File: config.mk
export PLATFORM = sky130hd
export DESIGN_NAME = mantx_top
export DESIGN_NICKNAME = d
export VERILOG_FILES = /design/src/rtl/mantx_pkg.sv /design/src/rtl/mantx_cfg.sv /design/src/rtl/mantx_pre.sv /design/src/rtl/mantx_coder.sv /design/src/rtl/mantx_seq.sv /design/src/rtl/mantx_top.sv
export SDC_FILE = /design/constraint.sdc
export NUM_CORES = 1
export LEC_CHECK = 0
export BUFFER_PORTS_ARGS = -buffer_cell sky130_fd_sc_hd__buf_2
export CAP_MARGIN = 30
export CORE_UTILIZATION = 40
export DETAILED_ROUTE_END_ITERATION = 10
export PLACE_DENSITY = 0.63
export SETUP_SLACK_MARGIN = 0.2
export SLEW_MARGIN = 20
export SYNTH_ARGS = -nofsm -noshare
export SYNTH_HDL_FRONTEND = slang
export SYNTH_SLANG_ARGS = --single-unit
File: constraint.sdc
create_clock -name clk -period 5.9 [get_ports clk]
set_input_delay 0.295 -clock clk [delete_from_list [all_inputs] [get_ports clk]]
set_output_delay 0.295 -clock clk [all_outputs]
set_load 0.02 [all_outputs]
File: src/rtl/mantx_pkg.sv
package mantx_pkg;
    localparam int PLEN_W = 4;
    localparam int PAT_W  = 2;

    typedef enum logic [1:0] {
        ST_IDLE = 2'd0,
        ST_PRE  = 2'd1,
        ST_DATA = 2'd2
    } tx_state_e;

    typedef struct packed {
        logic [PLEN_W-1:0] plen;
        logic [PAT_W-1:0]  pat;
        logic              pol;
    } tx_cfg_t;

    localparam logic [PAT_W-1:0] PAT_ONES     = 2'b00;
    localparam logic [PAT_W-1:0] PAT_ZEROS    = 2'b01;
    localparam logic [PAT_W-1:0] PAT_ZERO_ONE = 2'b10;
    localparam logic [PAT_W-1:0] PAT_ONE_ZERO = 2'b11;
endpackage

File: src/rtl/mantx_cfg.sv
module mantx_cfg
    import mantx_pkg::*;
(
    input  logic    clk,
    input  logic    rst_n,
    input  logic    wr_en,
    input  logic    wp_en,
    input  tx_cfg_t wr_cfg,
    output tx_cfg_t cfg_q
);
    tx_cfg_t cfg_d;

    always_comb begin
        cfg_d = cfg_q;
        if (wr_en && !wp_en) begin
            cfg_d = wr_cfg;
        end
    end

    always_ff @(posedge clk) begin
        if (!rst_n) begin
            cfg_q <= '0;
        end else begin
            cfg_q <= cfg_d;
        end
    end

    // a protected write leaves the stored configuration untouched
    p_wp_hold_r10: assert property (@(posedge clk) disable iff (!rst_n)
        (wp_en) |=> $stable(cfg_q));
endmodule

File: src/rtl/mantx_pre.sv
module mantx_pre
    import mantx_pkg::*;
#(
    parameter int CNT_W = 4
) (
    input  logic [PAT_W-1:0] pat,
    input  logic [CNT_W-1:0] idx,
    output logic             bit_o
);
    always_comb begin
        unique case (pat)
            PAT_ONES:     bit_o = 1'b1;
            PAT_ZEROS:    bit_o = 1'b0;
            PAT_ZERO_ONE: bit_o = idx[0];
            default:      bit_o = ~idx[0];
        endcase
    end
endmodule

File: src/rtl/mantx_coder.sv
module mantx_coder (
    input  logic bit_i,
    input  logic half_i,
    input  logic pol_i,
    output logic lvl_o
);
    always_comb begin
        lvl_o = bit_i ^ pol_i ^ half_i;
    end
endmodule

File: src/rtl/mantx_seq.sv
module mantx_seq
    import mantx_pkg::*;
#(
    parameter int DATA_W = 8
) (
    input  logic              clk,
    input  logic              rst_n,
    input  logic              tick,
    input  logic              in_valid,
    input  logic [DATA_W-1:0] in_data,
    input  tx_cfg_t           cfg,
    output logic              in_ready,
    output logic              line_o,
    output logic              busy_o
);
    localparam int MAXCNT = (2**PLEN_W > DATA_W) ? 2**PLEN_W : DATA_W;
    localparam int CNT_W  = $clog2(MAXCNT);
    localparam logic [CNT_W-1:0] LAST_DATA = CNT_W'(DATA_W - 1);

    typedef struct packed {
        tx_state_e         st;
        logic [CNT_W-1:0]  idx;
        logic              half;
        logic [DATA_W-1:0] shreg;
        tx_cfg_t           snap;
        logic              busy;
        logic              ready;
    } seq_t;

    seq_t s_d, s_q;
    logic line_d, line_q;
    logic pre_bit, cur_bit, cur_half, cur_pol;

    always_comb begin
        s_d = s_q;
        unique case (s_q.st)
            ST_IDLE: begin
                if (tick && in_valid) begin
                    s_d.snap  = cfg;
                    s_d.shreg = in_data;
                    s_d.idx   = '0;
                    s_d.half  = 1'b0;
                    s_d.st    = (cfg.plen != '0) ? ST_PRE : ST_DATA;
                end
            end
            ST_PRE: begin
                if (tick) begin
                    s_d.half = ~s_q.half;
                    if (s_q.half) begin
                        if (s_q.idx == CNT_W'(s_q.snap.plen) - CNT_W'(1)) begin
                            s_d.idx = '0;
                            s_d.st  = ST_DATA;
                        end else begin
                            s_d.idx = s_q.idx + CNT_W'(1);
                        end
                    end
                end
            end
            ST_DATA: begin
                if (tick) begin
                    s_d.half = ~s_q.half;
                    if (s_q.half) begin
                        s_d.shreg = s_q.shreg >> 1;
                        if (s_q.idx == LAST_DATA) begin
                            s_d.idx = '0;
                            s_d.st  = ST_IDLE;
                        end else begin
                            s_d.idx = s_q.idx + CNT_W'(1);
                        end
                    end
                end
            end
            default: s_d.st = ST_IDLE;
        endcase
        s_d.busy  = (s_d.st != ST_IDLE);
        s_d.ready = (s_d.st == ST_IDLE);
    end

    mantx_pre #(.CNT_W(CNT_W)) u_pre (
        .pat   (s_d.snap.pat),
        .idx   (s_d.idx),
        .bit_o (pre_bit)
    );

    always_comb begin
        unique case (s_d.st)
            ST_PRE:  cur_bit = pre_bit;
            ST_DATA: cur_bit = s_d.shreg[0];
            default: cur_bit = 1'b1;
        endcase
        cur_half = (s_d.st == ST_IDLE) ? 1'b0 : s_d.half;
        cur_pol  = (s_d.st == ST_IDLE) ? cfg.pol : s_d.snap.pol;
    end

    mantx_coder u_coder (
        .bit_i  (cur_bit),
        .half_i (cur_half),
        .pol_i  (cur_pol),
        .lvl_o  (line_d)
    );

    always_ff @(posedge clk) begin
        if (!rst_n) begin
            s_q       <= '0;
            s_q.st    <= ST_IDLE;
            s_q.ready <= 1'b1;
            line_q    <= 1'b1;
        end else begin
            s_q    <= s_d;
            line_q <= line_d;
        end
    end

    assign in_ready = s_q.ready;
    assign busy_o   = s_q.busy;
    assign line_o   = line_q;

    // without a tick an active frame holds its level
    p_hold_no_tick_r7: assert property (@(posedge clk) disable iff (!rst_n)
        (s_q.busy && !tick) |=> $stable(line_q));
    // a frame only begins on a tick edge
    p_start_on_tick_r7: assert property (@(posedge clk) disable iff (!rst_n)
        $rose(s_q.busy) |-> $past(tick));
    // the frame copy of the configuration is frozen while busy
    p_snap_stable_r11: assert property (@(posedge clk) disable iff (!rst_n)
        s_q.busy |=> (!s_q.busy || $stable(s_q.snap)));
    // the preamble counter stays below the programmed length
    p_idx_bound_r3: assert property (@(posedge clk) disable iff (!rst_n)
        (s_q.st == ST_PRE) |-> (s_q.idx < CNT_W'(s_q.snap.plen)));
    // steady idle level follows the stored polarity
    p_idle_level_r9: assert property (@(posedge clk) disable iff (!rst_n)
        (!s_q.busy && !$past(s_q.busy)) |-> (line_q == ~$past(cfg.pol)));
endmodule

File: src/rtl/mantx_top.sv
module mantx_top
    import mantx_pkg::*;
#(
    parameter int DATA_W = 8
) (
    input  logic              clk,
    input  logic              rst_n,
    input  logic              half_tick,
    input  logic              cfg_wr,
    input  logic              wr_protect,
    input  logic [3:0]        cfg_plen,
    input  logic [1:0]        cfg_pat,
    input  logic              cfg_pol,
    input  logic              in_valid,
    input  logic [DATA_W-1:0] in_data,
    output logic              in_ready,
    output logic              line_o,
    output logic              busy_o
);
    tx_cfg_t wr_cfg, cfg_q;

    always_comb begin
        wr_cfg.plen = cfg_plen;
        wr_cfg.pat  = cfg_pat;
        wr_cfg.pol  = cfg_pol;
    end

    mantx_cfg u_cfg (
        .clk    (clk),
        .rst_n  (rst_n),
        .wr_en  (cfg_wr),
        .wp_en  (wr_protect),
        .wr_cfg (wr_cfg),
        .cfg_q  (cfg_q)
    );

    mantx_seq #(.DATA_W(DATA_W)) u_seq (
        .clk      (clk),
        .rst_n    (rst_n),
        .tick     (half_tick),
        .in_valid (in_valid),
        .in_data  (in_data),
        .cfg      (cfg_q),
        .in_ready (in_ready),
        .line_o   (line_o),
        .busy_o   (busy_o)
    );

    // ready is always the inverse of busy
    p_busy_ready_r8: assert property (@(posedge clk) disable iff (!rst_n)
        (busy_o != in_ready));
endmodule

### Word level (Yosys, flattened, before mapping)

Index checks and enable logic that the tools add are counted.

| storage, ports and cells | value |
|---|---|
| register bits after elaboration | 32 |
| latch bits | 0 |
| bits in writable memories | 0 |
| ROM bits | 0 |
| input port bits | 21 |
| output and inout bits | 3 |
| word-level logic and storage cells | 66 |
| memories | 0 |

| operators by class | value |
|---|---|
| add/subtract/negate cells | 2 |
| multipliers | 0 |
| div/mod/pow operators | 0 |
| order comparisons | 0 |
| eq/ne operators | 13 |
| shift-type cells | 0 |
| multiplexer cells | 19 |
| bitwise logic cells | 4 |
| reductions and logical operators | 13 |

Operators by type and width:

| cell | count |
|---|---|
| 22-bit 2-to-1 mux | 1 |
| 8-bit case mux with 2 select lines | 1 |
| 15-bit 2-to-1 mux | 1 |
| 5-bit case mux with 3 select lines | 1 |
| 6-bit 2-to-1 mux | 2 |
| 4-bit 2-to-1 mux | 2 |
| 8-bit 2-to-1 mux | 1 |
| 7-bit 2-to-1 mux | 1 |
| 2-bit by 1-bit == test with 1-bit output, second input constant | 3 |
| 2-bit == test, second input constant | 3 |
| 2-bit zero test | 3 |
| 2-bit 2-to-1 mux | 3 |
| 2-bit by 1-bit != test with 1-bit output, second input constant | 3 |
| 2-bit case mux with 3 select lines | 1 |
| 6-bit AND reduction | 1 |
| 4-bit by 1-bit adder with 4-bit output, second input constant | 1 |
| 4-bit by 3-bit == test with 1-bit output, second input constant | 1 |
| 4-bit == test | 1 |
| 2-bit != test, second input constant | 2 |
| 4-bit AND reduction | 1 |
| 2-bit nonzero test | 2 |
| 4-bit nonzero test | 1 |
| 4-bit by 1-bit subtractor with 4-bit output, second input constant | 1 |
| 3-bit 2-to-1 mux | 1 |
| 9 further kinds | 13 |

### Depth between registers and ports, before layout

| depth | value |
|---|---|
| depth after elaboration | 11 |
| depth in mapped cells | 14 |
| gate-level depth less buffers | 14 |

### Hierarchy

Synthesis repeated with hierarchy kept, for this count alone.

| unflattened totals | value |
|---|---|
| cells, all modules | 187 |
| area, all modules | 1715.4 um^2 |

Modules (own cells, without submodules):

| module | times used | cells an instance | area each (um^2) | seq. area each (um^2) |
|---|---|---|---|---|
| mantx_seq | 1 | 153 | 1377.6 | 500.5 |
| mantx_cfg | 1 | 31 | 291.5 | 140.1 |
| mantx_coder | 1 | 1 | 23.8 | 0.0 |
| mantx_pre | 1 | 2 | 22.5 | 0.0 |

### Least setup slack after synthesis

No wires, ideal clock.

| timing path | value |
|---|---|
| path type | register -> register |
| start | reg u_seq.s_q[5] in the netlist's numbering |
| end | reg u_seq.line_q (netlist: u_seq.line_o) |
| setup time | 0.072 ns |
| arrival time | 2.573 ns |
| data required time | 5.828 ns |
| setup slack | 3.255 ns |
| stages on the path, launching flop included | 15 |
| buffers on the path | 0 |
| period minus slack after synthesis | 2.645 ns |
| path through | dfxtp_1 inv_1 ha_1 xor2_1 nand2_1 nor3_1 and3_1 o22a_1 inv_1 ha_1 nand4_1 a21boi_1 a311o_1 a31oi_1 mux2i_1 |

RTL lines:

| item | line | source |
|---|---|---|
| start: declaration | mantx_seq.sv:30 | `seq_t s_d, s_q;` |
| end signal: assignment | mantx_seq.sv:110 | `line_q <= line_d;` |
| end: declaration | mantx_seq.sv:31 | `logic line_d, line_q;` |

==> results.py <==
metrics = {
    "synthesis": {
        "syn-cell-area_um2": 1630,
        "synth_seq_cells": 32,
        "syn_inst": 193,
        "synth_top_area_cell": "dfxtp_1",
        "synth_top_area_frac": 0.394,
        "avgSynthCellArea_um2": 8.43,
        "yosys-top-cells-area": "dfxtp_1 (39%), mux2i_1 (5.5%), nand2_1 (5.3%), a21oi_1 (5.2%), nor2_1 (3.9%)",
        "ys_seq_area_frac": 0.394,
        "synth_warnings": 0,
        "synth.distinct_cells": 44,
        "syn_nets": 219,
    },
    "global_route": {
        "grt_pass1_vias": 1223,
        "grt_pass1_wl_um": 5770,
        "grt_overflow": 0,
        "antenna_found_initial": 0,
        "grt_max_degree": 28,
        "grt_usage": 0.177,
    },
    "clock_tree": {
        "post_cts_buffers": 0,
        "post_cts_resized": 0,
        "cts.path.max_buffers": 2,
        "cts_tree": "done",
        "cts_inserted_buffers": 5,
        "clock_latency_ns": 0.29,
        "path_clk_slew_ns": 0.07,
        "cts_hold_buf": 0,
        "cts.sinks": 32,
        "h-tree-depth": 2,
        "cts-root-buf": "clkbuf_8",
    },
    "sta": {
        "rsz0062_at_grt": "false",
        "clock.fmax_mhz": 338,
        "hold_violations": 0,
        "fin_setup_tns_ns": 0,
        "period_share": 0.501,
        "setup_viol": 0,
        "timing.final.ws_setup_ns": 2.95,
        "slew_viol_final": 0,
        "relSlewSlack": 0.504,
        "tightestPinTransition_ns": 0.742,
        "finalCriticalPeriod_ns": 2.95,
        "skew_ns": 0.00394,
        "hold_ws_ns": 0.240,
    },
    "place": {
        "place_congestion": 0.821,
        "place_inst": 254,
        "hpwl_um": 2320,
        "dp_worst_setup_slack_ns": 2.98,
        "portBuffers": 23,
    },
    "power_and_ir_drop": {
        "p_leak_nw": 0.741,
        "cellPowerDensity_nw_per_um2": 273,
        "peakVddDrop_mv": 0.124,
    },
    "worst_setup_path": {
        "path_cells": "inv_1 -> ha_1 -> xor2_1 -> nand2_1 -> nor3_1 -> and3_1 -> o22a_1 -> inv_1 -> ha_1 -> nand4_1 -> a21boi_1 -> a311o_1 -> a31oi_1 -> mux2i_1",
        "worst_ep_arrival_time_ns": 3.17,
        "cp_slowest_stage_delay_ns": 0.39,
        "critPathCapture": "u_seq.line_o",
        "start_kind": "flop",
        "crit_start": "u_seq.s_q[5]",
        "cp_top_family": "compound AO/OA/AOI/OAI gates",
        "end_kind": "flop",
        "crit_fanout": 4,
        "crit_type": "flop to flop",
        "crit_slowest_cell": "dfxtp_1",
        "crit_cells": 14,
        "critPathBufInv": 2,
        "reg2reg_to": "u_seq.line_o",
        "rrSetupSlack_ns": 2.95,
        "rr_worst_depth": 14,
        "required_ns": 6.12,
        "r2r-start": "u_seq.s_q[5]",
    },
    "routing": {
        "first_pass_iters": 4,
        "via_count": 1402,
        "wl_per_cell_um": 12.7,
        "first_iter_violations": 120,
        "final_antenna_net_count": 0,
        "drt-total-wl_um": 3320,
        "avgViaCountPerCell": 5.35,
        "drc": 0,
    },
    "final_layout": {
        "drive_gt1_frac": 0.168,
        "final_core_util": 0.496,
        "finalNetCount": 239,
        "instances_no_fill": 262,
        "syn2layout_area_growth_pct": 15.1,
        "num_antenna_cells": 0,
        "n_fill_cell": 374,
    },
    "status": {
        "status": "finished, final reports clean",
    },
    "die": {
        "die-area_um2": 4330,
        "core_um2": 3770,
        "die_h_um": 65.8,
        "die_x_um": 65.8,
        "io_pins": 24,
        "fp-row-count": 22,
        "start_util": 0.431,
    },
    "hold_path": {
        "min_path_type": "input port to flop",
    },
    "flow_run": {
        "cap_violations": 0,
    },
}
==> worst register-to-register path, cell delays in order, from the launching register on <==
cell and delay (ns):
dfxtp_1 0.39, inv_1 0.06, ha_1 0.30, xor2_1 0.13
nand2_1 0.08, nor3_1 0.33, and3_1 0.22, o22a_1 0.18
inv_1 0.07, ha_1 0.21, nand4_1 0.11, a21boi_1 0.08
a311o_1 0.34, a31oi_1 0.19, mux2i_1 0.20
==> kinds of logic after synthesis <==
family	Yosys count	synth area share
AND/OR/NAND/NOR	71	0.224
adder cells (fa/ha/maj)	5	0.0385
flip-flops	32	0.394
XOR/XNOR	6	0.0323
multiplexers	11	0.0692
buffers and inverters	21	0.0546
AO/OA/AOI/OAI	47	0.188
==> Yosys cell counts (all sizes together) <==
master	count
and4b	1
nor2b	3
o2111ai	1
nand3	1
a21boi	2
or3	1
a31oi	5
xnor2	4
a22oi	8
buf	3
nor2	17
o21ai	5
inv	9
xor2	2
a311o	2
mux2i	9
or3b	2
nand2	23
clkinv	1
clkbuf	8
o211a	1
o31ai	1
and3	1
dfxtp	32
or4	2
o22a	1
or2b	1
nor4bb	1
nor3	5
o221ai	1
nand4	3
and2	5
o31a	1
o211ai	1
mux2	2
a32oi	1
a21oi	17
ha	5
nand4bb	1
nand3b	3
and3b	1
==> how the worst min path moves through the flow <==
stage                                 to           from  depth (start not counted)  slack [ns]
after floorplan            u_seq.s_q[23]          rst_n                          1        0.42
after global placement     u_seq.s_q[13]  u_seq.s_q[13]                          2        0.44
after detailed placement   u_seq.s_q[14]  u_seq.s_q[14]                          2        0.45
after CTS                 u_cfg.cfg_q[4]    cfg_plen[1]                          3        0.24
after global routing      u_cfg.cfg_q[5]    cfg_plen[2]                          3        0.25
final                     u_cfg.cfg_q[6]    cfg_plen[3]                          3        0.24
==> state kept, by name, indices dropped and copies added (netlist names) <==
| register | count |
|---|---|
| u_seq.s_q | 22 |
| u_seq.busy_o | 1 |
| u_seq.in_ready | 1 |
| u_cfg.cfg_q | 7 |
| u_seq.line_o | 1 |
==> per-stage QoR <==
| step | area (µm²) | power, mW |
|---|---|---|
| floorplan | 1630 | 0.288 |
| global placement | 1760 | 0.309 |
| detailed placement | 1760 | 0.309 |
| CTS | 1870 | 0.515 |
| global route | 1870 | 0.531 |
| finish | 1870 | 0.511 |
==> area by class of cell <==
cell class / instances / area (µm²) / share of cell area
Timing Repair Buffer: 24 / 123 / 0.0655
Clock inverter: 2 / 35.0 / 0.0187
Inverter: 10 / 37.5 / 0.0201
Sequential cell: 32 / 641 / 0.342
Multi-Input combinational cell: 140 / 903 / 0.483
Tap cell: 48 / 60.1 / 0.0321
Clock buffer: 6 / 72.6 / 0.0388
==> cells in the final DEF, fill, tap and decap left out, types with 8 or more instances in the layout <==
master	Yosys	final
a21oi_1	17	17
a22oi_1	8	8
buf_2	2	23
dfxtp_1	32	32
inv_1	9	9
mux2i_1	9	9
nand2_1	23	23
nor2_1	17	17
==> power by group <==
part	total, mW	leakage, nW	internal (mW)	switching, mW
logic	0.0683	0.425	0.0303	0.0381
clock network	0.207	0.0552	0.125	0.0818
registers	0.236	0.261	0.227	0.00912
total	0.511	0.741	0.382	0.129
==> metal layers <==
layer | global-route usage | wire length [µm] | vias to the layer above
met2 | 0.256 | 1410 | 35
met3 | 0.0603 | 179 | 5
li1 | - | - | 723
met5 | 0 | 0 | -
met1 | 0.243 | 1690 | 639
met4 | 0.0571 | 42 | 0
Note: power is estimated with default switching activity, not from simulation.
